## src/rtl/ctl_lock_pkg.sv

```systemverilog
package ctl_lock_pkg;
  localparam int BYTE_W = 8;
  localparam int CODE_W = 4;

  localparam logic [CODE_W-1:0] C_RD_STAT  = 4'h0;
  localparam logic [CODE_W-1:0] C_RD_LKDAT = 4'h3;
  localparam logic [CODE_W-1:0] C_RD_LA_LO = 4'h4;
  localparam logic [CODE_W-1:0] C_RD_LA_HI = 4'h5;
  localparam logic [CODE_W-1:0] C_RD_UNLK  = 4'h6;
  localparam logic [CODE_W-1:0] C_RD_DATA  = 4'h7;
  localparam logic [CODE_W-1:0] C_WR_LKCMD = 4'hA;
  localparam logic [CODE_W-1:0] C_WR_LKDAT = 4'hB;
  localparam logic [CODE_W-1:0] C_WR_CMD   = 4'hE;
  localparam logic [CODE_W-1:0] C_WR_DATA  = 4'hF;

  function automatic logic code_known(input logic [CODE_W-1:0] c);
    case (c)
      C_RD_STAT, C_RD_LKDAT, C_RD_LA_LO, C_RD_LA_HI, C_RD_UNLK,
      C_RD_DATA, C_WR_LKCMD, C_WR_LKDAT, C_WR_CMD, C_WR_DATA: return 1'b1;
      default: return 1'b0;
    endcase
  endfunction

  // codes reserved to the lock owner while a lock is held
  function automatic logic code_owner_only(input logic [CODE_W-1:0] c);
    case (c)
      C_RD_LKDAT, C_RD_UNLK, C_RD_DATA, C_WR_LKCMD,
      C_WR_LKDAT, C_WR_CMD, C_WR_DATA: return 1'b1;
      default: return 1'b0;
    endcase
  endfunction

  function automatic logic code_sets_lock(input logic [CODE_W-1:0] c);
    return (c == C_RD_LKDAT) || (c == C_WR_LKCMD) || (c == C_WR_LKDAT);
  endfunction

  function automatic logic code_clears_lock(input logic [CODE_W-1:0] c);
    return code_sets_lock(c) || (c == C_RD_UNLK);
  endfunction

  function automatic logic code_reads_buf(input logic [CODE_W-1:0] c);
    return (c == C_RD_LKDAT) || (c == C_RD_DATA);
  endfunction
endpackage

```

## src/rtl/clm_ctl_judge.sv

```systemverilog
module clm_ctl_judge
  import ctl_lock_pkg::*;
#(
  parameter int ADDR_W = 12
) (
  input  logic              clk,
  input  logic              rst_n,
  input  logic              ctl_valid,
  input  logic [CODE_W-1:0] code,
  input  logic [ADDR_W-1:0] master,
  input  logic              bcast,
  input  logic              par_ok,
  input  logic              txe,
  input  logic              rxe,
  input  logic              locked,
  input  logic [ADDR_W-1:0] owner,
  output logic              accept,
  output logic              ack_vld,
  output logic              ack
);
  logic foreign, refuse;

  always_comb begin
    foreign = locked && (master != owner);
    refuse  = !par_ok
           || !code_known(code)
           || (foreign && code_owner_only(code))
           || ((code == C_RD_LA_LO) && !locked)
           || (code[CODE_W-1] && !rxe)
           || (code_reads_buf(code) && txe);
    accept  = !refuse;
  end

  always_ff @(posedge clk or negedge rst_n) begin
    if (!rst_n) begin
      ack_vld <= 1'b0;
      ack     <= 1'b0;
    end else begin
      ack_vld <= ctl_valid;
      ack     <= ctl_valid && accept && !bcast;
    end
  end


  undef_nak_chk: assert property (@(posedge clk) disable iff (!rst_n)
    ctl_valid && (code == 4'h1 || code == 4'h2 || code == 4'h8 ||
                  code == 4'h9 || code == 4'hC || code == 4'hD) |=> !ack);

  la_unlocked_chk: assert property (@(posedge clk) disable iff (!rst_n)
    ctl_valid && (code == 4'h4) && !locked |=> !ack);

  bcast_silent_chk: assert property (@(posedge clk) disable iff (!rst_n)
    ctl_valid && bcast |=> ack_vld && !ack);

  foreign_nak_chk: assert property (@(posedge clk) disable iff (!rst_n)
    ctl_valid && locked && (master != owner) && (code == 4'h7) |=> !ack);
endmodule

```

## src/rtl/clm_frame_ctx.sv

```systemverilog
module clm_frame_ctx
  import ctl_lock_pkg::*;
#(
  parameter int ADDR_W = 12
) (
  input  logic              clk,
  input  logic              rst_n,
  input  logic              init_clr,
  input  logic              ctl_valid,
  input  logic              accept,
  input  logic [CODE_W-1:0] code,
  input  logic [ADDR_W-1:0] master,
  input  logic              bcast,
  input  logic              len_valid,
  input  logic              len_par_ok,
  input  logic              frame_end,
  output logic              len_ack_vld,
  output logic              len_ack,
  output logic [CODE_W-1:0] ctx_code,
  output logic [ADDR_W-1:0] ctx_master,
  output logic              ctx_bcast,
  output logic              ctx_len_ok
);
  logic ctx_acc;
  logic len_good;

  assign len_good = ctx_acc && !ctx_bcast && len_par_ok;

  always_ff @(posedge clk or negedge rst_n) begin
    if (!rst_n) begin
      ctx_code    <= '0;
      ctx_master  <= '0;
      ctx_bcast   <= 1'b0;
      ctx_acc     <= 1'b0;
      ctx_len_ok  <= 1'b0;
      len_ack_vld <= 1'b0;
      len_ack     <= 1'b0;
    end else begin
      len_ack_vld <= len_valid && !init_clr;
      len_ack     <= len_valid && !init_clr && len_good;
      if (init_clr || frame_end) begin
        ctx_acc    <= 1'b0;
        ctx_len_ok <= 1'b0;
        ctx_bcast  <= 1'b0;
      end else if (ctl_valid) begin
        ctx_code   <= code;
        ctx_master <= master;
        ctx_bcast  <= bcast;
        ctx_acc    <= accept;
        ctx_len_ok <= 1'b0;
      end else if (len_valid) begin
        ctx_len_ok <= len_good;
      end
    end
  end


  len_parity_chk: assert property (@(posedge clk) disable iff (!rst_n)
    len_valid && !len_par_ok |=> !len_ack);

  len_pulse_chk: assert property (@(posedge clk) disable iff (!rst_n)
    len_ack |-> len_ack_vld);
endmodule

```

## src/rtl/clm_lock_reg.sv

```systemverilog
module clm_lock_reg
  import ctl_lock_pkg::*;
#(
  parameter int ADDR_W = 12
) (
  input  logic              clk,
  input  logic              rst_n,
  input  logic              init_clr,
  input  logic              frame_end,
  input  logic              frame_full,
  input  logic [CODE_W-1:0] ctx_code,
  input  logic [ADDR_W-1:0] ctx_master,
  input  logic              ctx_bcast,
  input  logic              ctx_len_ok,
  output logic              locked,
  output logic [ADDR_W-1:0] owner
);
  logic eligible, do_set, do_clr;

  always_comb begin
    eligible = frame_end && ctx_len_ok && !ctx_bcast;
    do_set   = eligible && !frame_full && code_sets_lock(ctx_code);
    do_clr   = eligible &&  frame_full && code_clears_lock(ctx_code);
  end

  always_ff @(posedge clk or negedge rst_n) begin
    if (!rst_n) begin
      locked <= 1'b0;
      owner  <= '0;
    end else if (init_clr) begin
      locked <= 1'b0;
    end else if (do_set) begin
      locked <= 1'b1;
      owner  <= ctx_master;
    end else if (do_clr) begin
      locked <= 1'b0;
    end
  end


  clr_unlock_chk: assert property (@(posedge clk) disable iff (!rst_n)
    init_clr |=> !locked);

  bcast_hold_chk: assert property (@(posedge clk) disable iff (!rst_n)
    frame_end && ctx_bcast && !init_clr |=> $stable(locked) && $stable(owner));

  lock_rise_chk: assert property (@(posedge clk) disable iff (!rst_n)
    $rose(locked) |-> $past(frame_end && !frame_full));

  lock_fall_chk: assert property (@(posedge clk) disable iff (!rst_n)
    $fell(locked) |-> $past(init_clr || (frame_end && frame_full)));
endmodule

```

## src/rtl/ctl_lock_mgr.sv

```systemverilog
module ctl_lock_mgr
  import ctl_lock_pkg::*;
#(
  parameter int ADDR_W = 12
) (
  input  logic              clk,
  input  logic              rst_n,
  input  logic              init_clr,
  input  logic              ctl_valid,
  input  logic [CODE_W-1:0] ctl_code,
  input  logic [ADDR_W-1:0] master_addr,
  input  logic              bcast,
  input  logic              ctl_par_ok,
  input  logic              txbuf_empty,
  input  logic              rxbuf_empty,
  input  logic              len_valid,
  input  logic              len_par_ok,
  input  logic              frame_end,
  input  logic              frame_full,
  output logic              ctl_ack_vld,
  output logic              ctl_ack,
  output logic              len_ack_vld,
  output logic              len_ack,
  output logic              locked,
  output logic [ADDR_W-1:0] lock_owner,
  output logic [BYTE_W-1:0] status_byte,
  output logic [BYTE_W-1:0] lock_lo_byte,
  output logic [BYTE_W-1:0] lock_hi_byte,
  output logic [BYTE_W-1:0] reply_byte
);
  localparam int HI_W = ADDR_W - BYTE_W;

  logic              accept;
  logic [CODE_W-1:0] ctx_code;
  logic [ADDR_W-1:0] ctx_master;
  logic              ctx_bcast, ctx_len_ok;

  clm_ctl_judge #(.ADDR_W(ADDR_W)) u_judge (
    .clk(clk), .rst_n(rst_n), .ctl_valid(ctl_valid), .code(ctl_code),
    .master(master_addr), .bcast(bcast), .par_ok(ctl_par_ok),
    .txe(txbuf_empty), .rxe(rxbuf_empty), .locked(locked), .owner(lock_owner),
    .accept(accept), .ack_vld(ctl_ack_vld), .ack(ctl_ack)
  );

  clm_frame_ctx #(.ADDR_W(ADDR_W)) u_ctx (
    .clk(clk), .rst_n(rst_n), .init_clr(init_clr), .ctl_valid(ctl_valid),
    .accept(accept), .code(ctl_code), .master(master_addr), .bcast(bcast),
    .len_valid(len_valid), .len_par_ok(len_par_ok), .frame_end(frame_end),
    .len_ack_vld(len_ack_vld), .len_ack(len_ack), .ctx_code(ctx_code),
    .ctx_master(ctx_master), .ctx_bcast(ctx_bcast), .ctx_len_ok(ctx_len_ok)
  );

  clm_lock_reg #(.ADDR_W(ADDR_W)) u_lock (
    .clk(clk), .rst_n(rst_n), .init_clr(init_clr), .frame_end(frame_end),
    .frame_full(frame_full), .ctx_code(ctx_code), .ctx_master(ctx_master),
    .ctx_bcast(ctx_bcast), .ctx_len_ok(ctx_len_ok),
    .locked(locked), .owner(lock_owner)
  );

  always_comb begin
    status_byte    = '0;
    status_byte[0] = !txbuf_empty;
    status_byte[1] = !rxbuf_empty;
    status_byte[2] = locked;
    lock_lo_byte   = lock_owner[BYTE_W-1:0];
    lock_hi_byte   = {{(BYTE_W-HI_W){1'b0}}, lock_owner[ADDR_W-1:BYTE_W]};
    case (ctx_code)
      C_RD_STAT, C_RD_UNLK: reply_byte = status_byte;
      C_RD_LA_LO:           reply_byte = lock_lo_byte;
      C_RD_LA_HI:           reply_byte = lock_hi_byte;
      default:              reply_byte = '0;
    endcase
  end


  hi_nibble_chk: assert property (@(posedge clk) disable iff (!rst_n)
    lock_hi_byte[BYTE_W-1:HI_W] == '0);

  status_fixed_chk: assert property (@(posedge clk) disable iff (!rst_n)
    status_byte[BYTE_W-1:3] == '0);
endmodule

```

## config.mk

```make
export PLATFORM = sky130hd
export DESIGN_NAME = ctl_lock_mgr
export DESIGN_NICKNAME = d
export VERILOG_FILES = /design/src/rtl/ctl_lock_pkg.sv /design/src/rtl/clm_ctl_judge.sv /design/src/rtl/clm_frame_ctx.sv /design/src/rtl/clm_lock_reg.sv /design/src/rtl/ctl_lock_mgr.sv
export SDC_FILE = /design/constraint.sdc
export NUM_CORES = 1
export LEC_CHECK = 0
export BUFFER_PORTS_ARGS = -buffer_cell sky130_fd_sc_hd__buf_2
export CORE_MARGIN = 2
export CORE_UTILIZATION = 40
export DETAILED_ROUTE_END_ITERATION = 10
export GPL_ROUTABILITY_DRIVEN = 0
export HOLD_SLACK_MARGIN = 0.08
export PLACE_DENSITY = 0.75
export REMOVE_ABC_BUFFERS = 1
export SETUP_SLACK_MARGIN = 0.05
export SLEW_MARGIN = 20
export SYNTH_ARGS = -nofsm -noshare
export SYNTH_HDL_FRONTEND = slang
export SYNTH_SLANG_ARGS = --single-unit
```

## constraint.sdc

```tcl
create_clock -name clk -period 1.9 [get_ports clk]
set_input_delay 0.095 -clock clk [delete_from_list [all_inputs] [get_ports clk]]
set_output_delay 0.095 -clock clk [all_outputs]
set_load 0.01 [all_outputs]
```

Yosys cells after proc, flatten, opt, wreduce, memory -nomap -nowiden
Memories as Yosys holds them, arrays and structs flattened.
Cells that the tools add are included.
Widths: inputs -> output; s select.
{"block": "totals", "mem_bits_ro": 16, "reg_bits": 36, "memories": 1, "out_inout_bits": 49, "in_bits": 28, "wordCells": 86}
{"memory": "(name not given)", "depth": 16, "width": 1, "read_ports": 1, "rd_ports_with_merged_regs": 0, "wr": 0, "line": "ctl_lock_pkg.sv:17", "text": "case (c)"}
{"block": "classes", "n_mux": 12, "eq_ne": 15, "bitwise_logic": 2, "n_reduce_logical": 45}
{"op": "$eq 4x3->1 const B", "count": 6}
{"op": "$eq 4x4->1 const B", "count": 6}
{"op": "$pmux 8 s3", "count": 1}
{"op": "$logic_and 1x1->1", "count": 17}
{"op": "$ne 12x12->1", "count": 1}
{"op": "$mux 1", "count": 11}
{"op": "$logic_not 1->1", "count": 10}
{"op": "$logic_or 1x1->1", "count": 10}
{"op": "$eq 4x2->1 const B", "count": 2}
{"op": "$reduce_or 7->1", "count": 1}
{"op": "$reduce_bool 3->1", "count": 2}
{"op": "$logic_not 4->1", "count": 1}
{"op": "$reduce_and 2->1", "count": 2}
{"op": "$not 1->1", "count": 2}
{"op": "$reduce_bool 2->1", "count": 1}
{"op": "$reduce_or 2->1", "count": 1}

Logic depth before layout (Yosys ltp)
Gate-level depths: netlist of the first run.
{"block": "logic_depth", "word_depth": 11, "depth_mapped": 6}

By module
From an unflattened synthesis of the first run, not the netlist that was laid out.
{"block": "unflattened", "hier_cells": 160, "area_unflattened_um2": 2044.5}
{"module": "clm_frame_ctx", "area_each_um2": 844.6, "seq_area_each_um2": 525.5, "n_inst": 1, "cells_each": 48}
{"module": "clm_lock_reg", "area_each_um2": 566.8, "seq_area_each_um2": 325.3, "n_inst": 1, "cells_each": 36}
{"module": "ctl_lock_mgr", "area_each_um2": 339.1, "seq_area_each_um2": 0.0, "n_inst": 1, "cells_each": 43}
{"module": "clm_ctl_judge", "area_each_um2": 294.0, "seq_area_each_um2": 50.0, "n_inst": 1, "cells_each": 33}

Worst setup path before layout of the first run
Ideal clock, no wire load.
{"block": "synth_path", "kind": "register to register", "startpoint": "register u_ctx.ctx_bcast", "endpoint": "register u_lock.owner[10]", "slack_ns": 0.243, "n_path_buf": 1, "path_stages_with_launch": 6, "arrival_time_ns": 1.532, "required_time_ns": 1.775, "cell_sequence": "dfrtp_1 nand4b_1 or3_4 nor3_4 buf_6 mux2_2"}
{"block": "synth_via", "elab_chain_len": 5}
{"item": "from (decl)", "line": "clm_frame_ctx.sv:21", "text": "output logic ctx_bcast,"}
{"item": "from (signal assigned)", "line": "clm_frame_ctx.sv:48", "text": "ctx_bcast <= bcast;"}
{"item": "$logic_not 1->1", "line": "clm_lock_reg.sv:21", "text": "eligible = frame_end && ctx_len_ok && !ctx_bcast;"}
{"item": "$logic_and 1x1->1", "line": "clm_lock_reg.sv:21"}
{"item": "$logic_and 1x1->1 (2 in series)", "line": "clm_lock_reg.sv:22", "text": "do_set = eligible && !frame_full && code_sets_lock(ctx_code);"}
{"item": "$reduce_and 2->1 (no source line)"}
{"item": "to (signal assigned)", "line": "clm_lock_reg.sv:34", "text": "owner <= ctx_master;"}
{"item": "to (decl)", "line": "clm_lock_reg.sv:16", "text": "output logic [ADDR_W-1:0] owner"}
No other way between the ends.
A chain may end at the register's enable or synchronous reset.

Final worst setup path of the first run
{"block": "layout_path", "startpoint": "register u_ctx.ctx_bcast", "endpoint": "register u_lock.owner[4]"}
Same word-level chain as after synthesis.

==> impl_results.md, run 1 <==
* Non-Filler Instances at 311
* Hold Crit Class: input port to register
* Final hold vios at 0
* Setup WS pre-CTS at 166 ps
* Crit path DAT at 1900 ps
* RSZ-0062 raised after global routing: no
* Clk_lat worst skew at 290 ps
* Maximum clock frequency at 0.578 GHz
* Die Ht at 74.1 µm
* Synth cell types at 33
* Lkg Pwr at 1.32 nW
* Sequential cell area fraction in the yosys report at 45.9%
* Post-Syn Instances at 165
* Ant diodes at 0
* Post-Syn Area at 0.00196 mm²
* Max_cap viols at 0
* Critical path, cell by cell: nand4b_1 -> or3_4 -> nor3_4 -> buf_12 -> mux2_2
* Area delta synth->final at 28.4%
* DRC viols at 0
* GRT Total Usage at 15.9%
* Post-Route Skew at 4.02 ps
* Clk sink count at 36
* Layout cells sized above 1 at 46.3%
* PwrDens at 662 mW/mm²
* Starting density of the core at 41.6%
* DP Cell Count at 287
* CTS tree: yes
* Slowest stage delay, CP at 400 ps
* Status: complete, no violations
* TritonCTS Buffers at 5
* Mean routed wirelength per cell at 13.0 µm
* Rel. slew slack at 47.7%
* H-Tree Level Count at 2
* Antenna violations before repair at 0
* DRT Pass-1 Iters at 4
* Critical Setup Path Class: register to register
* VDD IR-drop max at 0.497 mV
* Worst r2r src: u_ctx.ctx_bcast
* First-pass GRT wire length at 6540 µm
* Crit share post-route at 91.1%
* Period minus WS final at 1730 ps
* Crit. End Element: register
* Buf/Inv on CP at 1
* Die Span X at 74.1 µm
* Slack of the critical path at 170 ps
* Max Buffers Root-to-Sink at 2
* Clock slew at reported path FFs at 70 ps
* CP delay by family, top: simple AND/OR/NAND/NOR gates
* Post-synthesis sequential element count at 36
* Setup Fix Bufs, Post-CTS at 0
* Critical path required time at 2070 ps
* R2R cell count at 5
* CP max-delay cell: dfrtp_1
* Nets at 275
* Capturing point of the worst reg2reg path: u_lock.owner[4]
* Reg area at 902 µm²
* Total wire length at 4060 µm
* Core ar. at 0.00472 mm²
* Startpoint class of the critical path: register
* Congestion Overflow GR at 0
* Worst Tran Pin Value at 784 ps
* I/O Pins at 77
* Clock root buffer: clkbuf_8
* Worst setup endpoint: u_lock.owner[4]
* Port bufs at 67
* Hold path startpoint: len_valid
* Total stage count of the critical path at 5
* Flop2flop setup slack at 170 ps
* Vias in the first global route at 1422
* Area occupied by multi-input gates at 893 µm²
* CP startpoint: u_ctx.ctx_bcast
* Setup TNS at 0 ps
* Routed vias at 1472
* Syn Area/Cell at 11.9 µm²
* Crit Path Max Fanout at 12
* Initial drt markers at 81
* Vias per std cell at 4.73
* Pin count of the biggest net entering global routing at 37
* Die area at 0.00548 mm²
* Yosys warns at 0
* FP Rows at 25
* Fill cells at 413
* Final setup fails at 0
* Final Max Slew Viols at 0
* Post-DP HPWL at 3060 µm
* Antenna-violating nets left at 0
sequential cells by signal, summed over array words and instances, names as in the netlist:
signal,count
u_judge.ack_vld,1
u_ctx.len_ack_vld,1
u_lock.locked,1
u_ctx.ctx_acc,1
u_ctx.ctx_code,4
u_ctx.len_ack,1
u_ctx.ctx_len_ok,1
u_judge.ack,1
u_lock.owner,12
u_ctx.ctx_master,12
u_ctx.ctx_bcast,1
cell usage in the layout, fill, tap and decap left out, types with 4 or more instances in the layout:
master         Yosys  routed
inv_1              4       4
nand2_1            5       5
mux2_2            28      28
dfrtp_1           36      35
nand3_1            4       4
o21ai_0            5       5
buf_2              0      67
and2_1             5       5
dlygate4sd3_1      0      16
clkbuf_8           0       5
xor2_1            12      12
conb_1             1       9
ha_1               4       4
kinds of logic (layout without fill, tap and decap cells):
| family | count (synthesis) | count (layout) | share of synthesized area [%] |
|---|---|---|---|
| other | 1 | 9 | 0.191 |
| multiplexers | 31 | 31 | 17.6 |
| AND/OR/NAND/NOR | 35 | 35 | 11.9 |
| adder cells (fa/ha/maj) | 4 | 4 | 2.55 |
| flip-flops | 36 | 36 | 45.9 |
| buffers and inverters | 28 | 99 | 10.1 |
| AO/OA/AOI/OAI | 17 | 17 | 5.93 |
| XOR/XNOR | 13 | 13 | 5.80 |
worst reg2reg max path: cells and delay by family (launching register included):
family / cells / cell delay [ps]
buf+inv: 1 / 170
flops: 1 / 400
simple gates: 3 / 710
mux: 1 / 340
routing by layer:
metal | vias to the layer above | part of all wire, % | global-route usage (%)
met1 | 704 | 42 | 19.9
met4 | 0 | 1.1 | 6.46
li1 | 709 | - | -
met5 | - | 0 | 0
met3 | 5 | 5.8 | 3.25
met2 | 54 | 51 | 26.9
metrics by stage:
stage                     util [%]  hold slack, ps  power [mW]  area [µm²]
after CTS                     53.3            80.4        1.69        2520
after global placement        48.1             213        1.13        2270
after detailed placement      48.1             215        1.14        2270
after floorplan                  -            -201        1.02        1810
final                         53.4            84.5        1.67        2520
after global routing          53.4            86.4        1.76        2520
layout make-up:
cell class / count / area share (%)
clock inverter: 3 / 0.745
multi-input combinational: 109 / 35.5
tap: 67 / 3.33
sequential: 36 / 35.8
inverter: 4 / 0.596
clock buffer: 5 / 2.73
timing repair buffer: 87 / 21.4
where the power goes:
group | internal, mW | leakage (nW) | switching [mW]
sequential | 0.836 | 0.464 | 0.0470
combinational | 0.138 | 0.811 | 0.122
clock | 0.255 | 0.0479 | 0.271
total | 1.23 | 1.32 | 0.440
what timing repair did:
action	4_1_cts	5_1_grt
endpoints found under the setup margin	0	1
hold buffers	16	0
resized for setup	0	1
hold endpoints to repair	51	0
how the worst min path moves through the flow:
stage | to | slack (ps) | cells after the start
finish | u_ctx.len_ack_vld | 80 | 2
global route | u_judge.ack | 90 | 3
global placement | u_judge.ack_vld | 210 | 1
detailed placement | u_judge.ack_vld | 220 | 1
floorplan | u_ctx.ctx_acc | -200 | 0
CTS | u_ctx.len_ack_vld | 80 | 2
synth_stat cells, drive strengths merged:
cell	n	share of area, %
conb	1	0.19
dfrtp	36	46
inv	4	0.76
and2	5	1.6
a21oi	2	0.51
xnor2	1	0.45
o31ai	2	0.76
a21o	1	0.45
nand2	5	0.96
nand4b	2	0.89
nor3b	2	1.0
and4bb	1	0.64
a22oi	3	1.1
a32oi	1	0.45
or3	1	0.57
mux2	28	16
and3b	1	0.45
xor2	12	5.4
nor4b	2	0.89
a22o	1	0.45
nor4	3	0.96
mux2i	3	1.5
nand3	4	1.0
buf	24	9.4
o31a	2	0.89
o21ai	5	1.3
ha	4	2.5
nor3	4	1.6
nor2b	3	0.96
nor2	2	0.38
(Power assumes the default switching activity.)
==> run 2: changes to the inputs <==
--- a/config.mk
+++ b/config.mk
@@ -12,2 +12,3 @@
 export GPL_ROUTABILITY_DRIVEN = 0
+export GPL_TIMING_DRIVEN = 0
 export HOLD_SLACK_MARGIN = 0.08
==> constraint.sdc (replaced) <==
create_clock -name clk -period 1.9 [get_ports clk]
set_input_delay 0.285 -clock clk [delete_from_list [all_inputs] [get_ports clk]]
set_output_delay 0.285 -clock clk [all_outputs]
set_load 0.01 [all_outputs]
==> run 2 against run 1 <==
Effect of this change: worst hold slack got worse by 4.5 ps; critical endpoint is now reply_byte[2]; die area unchanged; critical path type is now register to output pin; fmax decreased by 8.0%.
==> impl_results.md, run 2 (synthesized netlist as in run 1, its figures left out) <==
* RSZ-0062 raised after global routing: yes
* Antenna violations before repair at 0 (unchanged)
* VDD IR-drop max at 0.525 mV (+5.5%)
* Post-Route Skew at 3.33 ps (-0.690 ps)
* CP max-delay cell: dfrtp_2
* Port bufs at 67 (unchanged)
* Antenna-violating nets left at 0 (unchanged)
* H-Tree Level Count at 2 (unchanged)
* Ant diodes at 0 (unchanged)
* Worst Tran Pin Value at 938 ps (+154 ps)
* Area delta synth->final at 24.1%
* Most frequent cells in the layout: buf_2 (63), dfrtp_1 (32), mux2_2 (28)
* Final hold vios at 0 (unchanged)
* Max_cap viols at 0 (unchanged)
* TritonCTS Buffers at 5 (unchanged)
* Non-Filler Instances at 295 (-5.1%)
* GRT busiest layer: met2
* Crit. End Element: output pin
* PwrDens at 708 mW/mm² (+6.9%)
* Final setup fails at 0 (unchanged)
* Fill cells at 437 (+5.8%)
* FP Rows at 25 (unchanged)
* Slowest stage delay, CP at 450 ps (+50 ps)
* Congestion Overflow GR at 0 (unchanged)
* GR Util met2 at 24.3% (-2.6 points)
* DP Cell Count at 283 (-1.4%)
* Clk_lat worst skew at 290 ps (about the same)
* Total wire length at 4040 µm (-0.35%)
* Core ar. at 0.00472 mm² (unchanged)
* Hold Crit Class: input port to async pin
* DRC viols at 0 (unchanged)
* Most common cell after layout, fill and taps aside: buf_2
* Design Power at 1.72 mW (+3.3%)
* Status: complete, no violations
* Startpoint class of the critical path: register
* I/O Pins at 77 (unchanged)
* Clock slew at reported path FFs at 70 ps (about the same)
* Crit path DAT at 1590 ps (-310 ps)
* Lkg Pwr at 1.28 nW (-3.5%)
* Routed vias at 1419 (-3.6%)
* Final core occ at 51.6% (-1.8 points)
* Starting density of the core at 41.6% (unchanged)
* Pin count of the biggest net entering global routing at 37 (unchanged)
* CTS tree: yes
* Met3 Use GR at 5.96% (+2.7 points)
* CP delay by family, top: simple AND/OR/NAND/NOR gates
* Vias in the first global route at 1272 (-11%)
* Clock root buffer: clkbuf_8
* DRT Pass-1 Iters at 4 (unchanged)
* Mean routed wirelength per cell at 13.7 µm (+5.1%)
* Largest regs: u_ctx.ctx_master (12), u_lock.owner (12), u_ctx.ctx_code (4)
* Maximum clock frequency at 0.532 GHz (-8.0%)
* Critical Setup Path Class: register to output pin
* Nets at 260 (-5.5%)
* M1 GR Usage at 19.7% (-0.17 points)
* Period minus WS final at 1880 ps (+149 ps)
* Final Max Slew Viols at 0 (unchanged)
* Post-DP HPWL at 2880 µm (-5.9%)
* Die Span X at 74.1 µm (unchanged)
* Critical path required time at 1620 ps (-450 ps)
* Clk sink count at 36 (unchanged)
* Critical path, cell by cell: nor4b_4 -> buf_4 -> a22oi_2 -> nand2_1 -> buf_2
* Layout cells sized above 1 at 53.5% (+7.2 points)
* GRT Total Usage at 15.5% (-0.45 points)
* Reg area at 906 µm² (+0.42%)
* Rel. slew slack at 37.4% (-10 points)
* Buf/Inv on CP at 2 (+1)
* Area occupied by multi-input gates at 930 µm² (+4.1%)
* Max Buffers Root-to-Sink at 2 (unchanged)
* Die area at 0.00548 mm² (unchanged)
* Crit share post-route at 98.9% (+7.9 points)
* Crit Path Max Fanout at 5 (-7)
* Die Ht at 74.1 µm (unchanged)
* Initial drt markers at 34 (-58%)
* First-pass GRT wire length at 6220 µm (-5.0%)
* Vias per std cell at 4.81 (+1.6%)
[run 2: changes by cell type in the layout (fill, tap and decap cells not counted), moves of 2 or more]
cell	delta
clkinv_2	-2
o21ai_0	-2
clkbuf_8	+2
dfrtp_2	+3
buf_2	-4
and2_4	+4
and2_1	-4
o21ai_1	+2
buf_6	+6
dlygate4sd3_1	-16
dfrtp_1	-3
[run 2: report_power, final]
part,total [mW],internal (mW),switching [mW]
clock,0.580,0.323,0.258
sequential,0.892,0.838,0.0542
combinational,0.252,0.129,0.123
[run 2: final cells by class]
type | count | area share, %
clock buffers | 7 | 3.95
inverters | 4 | 0.616
multi-input cells | 109 | 38.2
flip-flops and latches | 36 | 37.2
well taps | 67 | 3.44
repair buffers | 72 | 16.6
[run 2: layer usage]
layer	vias up	share of wire, %
li1	675	-
met1	679	43
met2	57	47
met3	8	7.6
met4	0	1.8
met5	-	0
[run 2: final timing paths]
| check | from | end | slack, ps | depth (start not counted) |
|---|---|---|---|---|
| worst max-delay path | u_ctx.ctx_code[1] | reply_byte[2] | 20 | 5 |
| min in group clk | ctl_valid | u_judge.ack_vld | 170 | 1 |
| worst max register to register | u_ctx.ctx_bcast | u_lock.owner[9] | 140 | 5 |
| max in group asynchronous | rst_n | u_ctx.ctx_code[3] | 1260 | 1 |
| worst min register to register | u_ctx.ctx_master[5] | u_lock.owner[5] | 500 | 1 |
| worst min-delay path | rst_n | u_judge.ack_vld | 80 | 1 |
[run 2: timing repair]
item	in CTS	in global routing
endpoints found under the setup margin	20	17
hold buffers	0	0
pin swaps	2	3
buffers inserted	4	1
resized for setup	5	13
[run 2: through the flow]
stage	setup TNS (ps)	setup slack, ps	hold WS, ps	area (µm²)
global route	-159	-57.3	132	2440
finish	0	20.5	80.0	2440
global placement	-8290	-567	409	2230
floorplan	0	158	-10.6	1810
CTS	0	53.5	103	2380
detailed placement	-1550	-132	418	2240
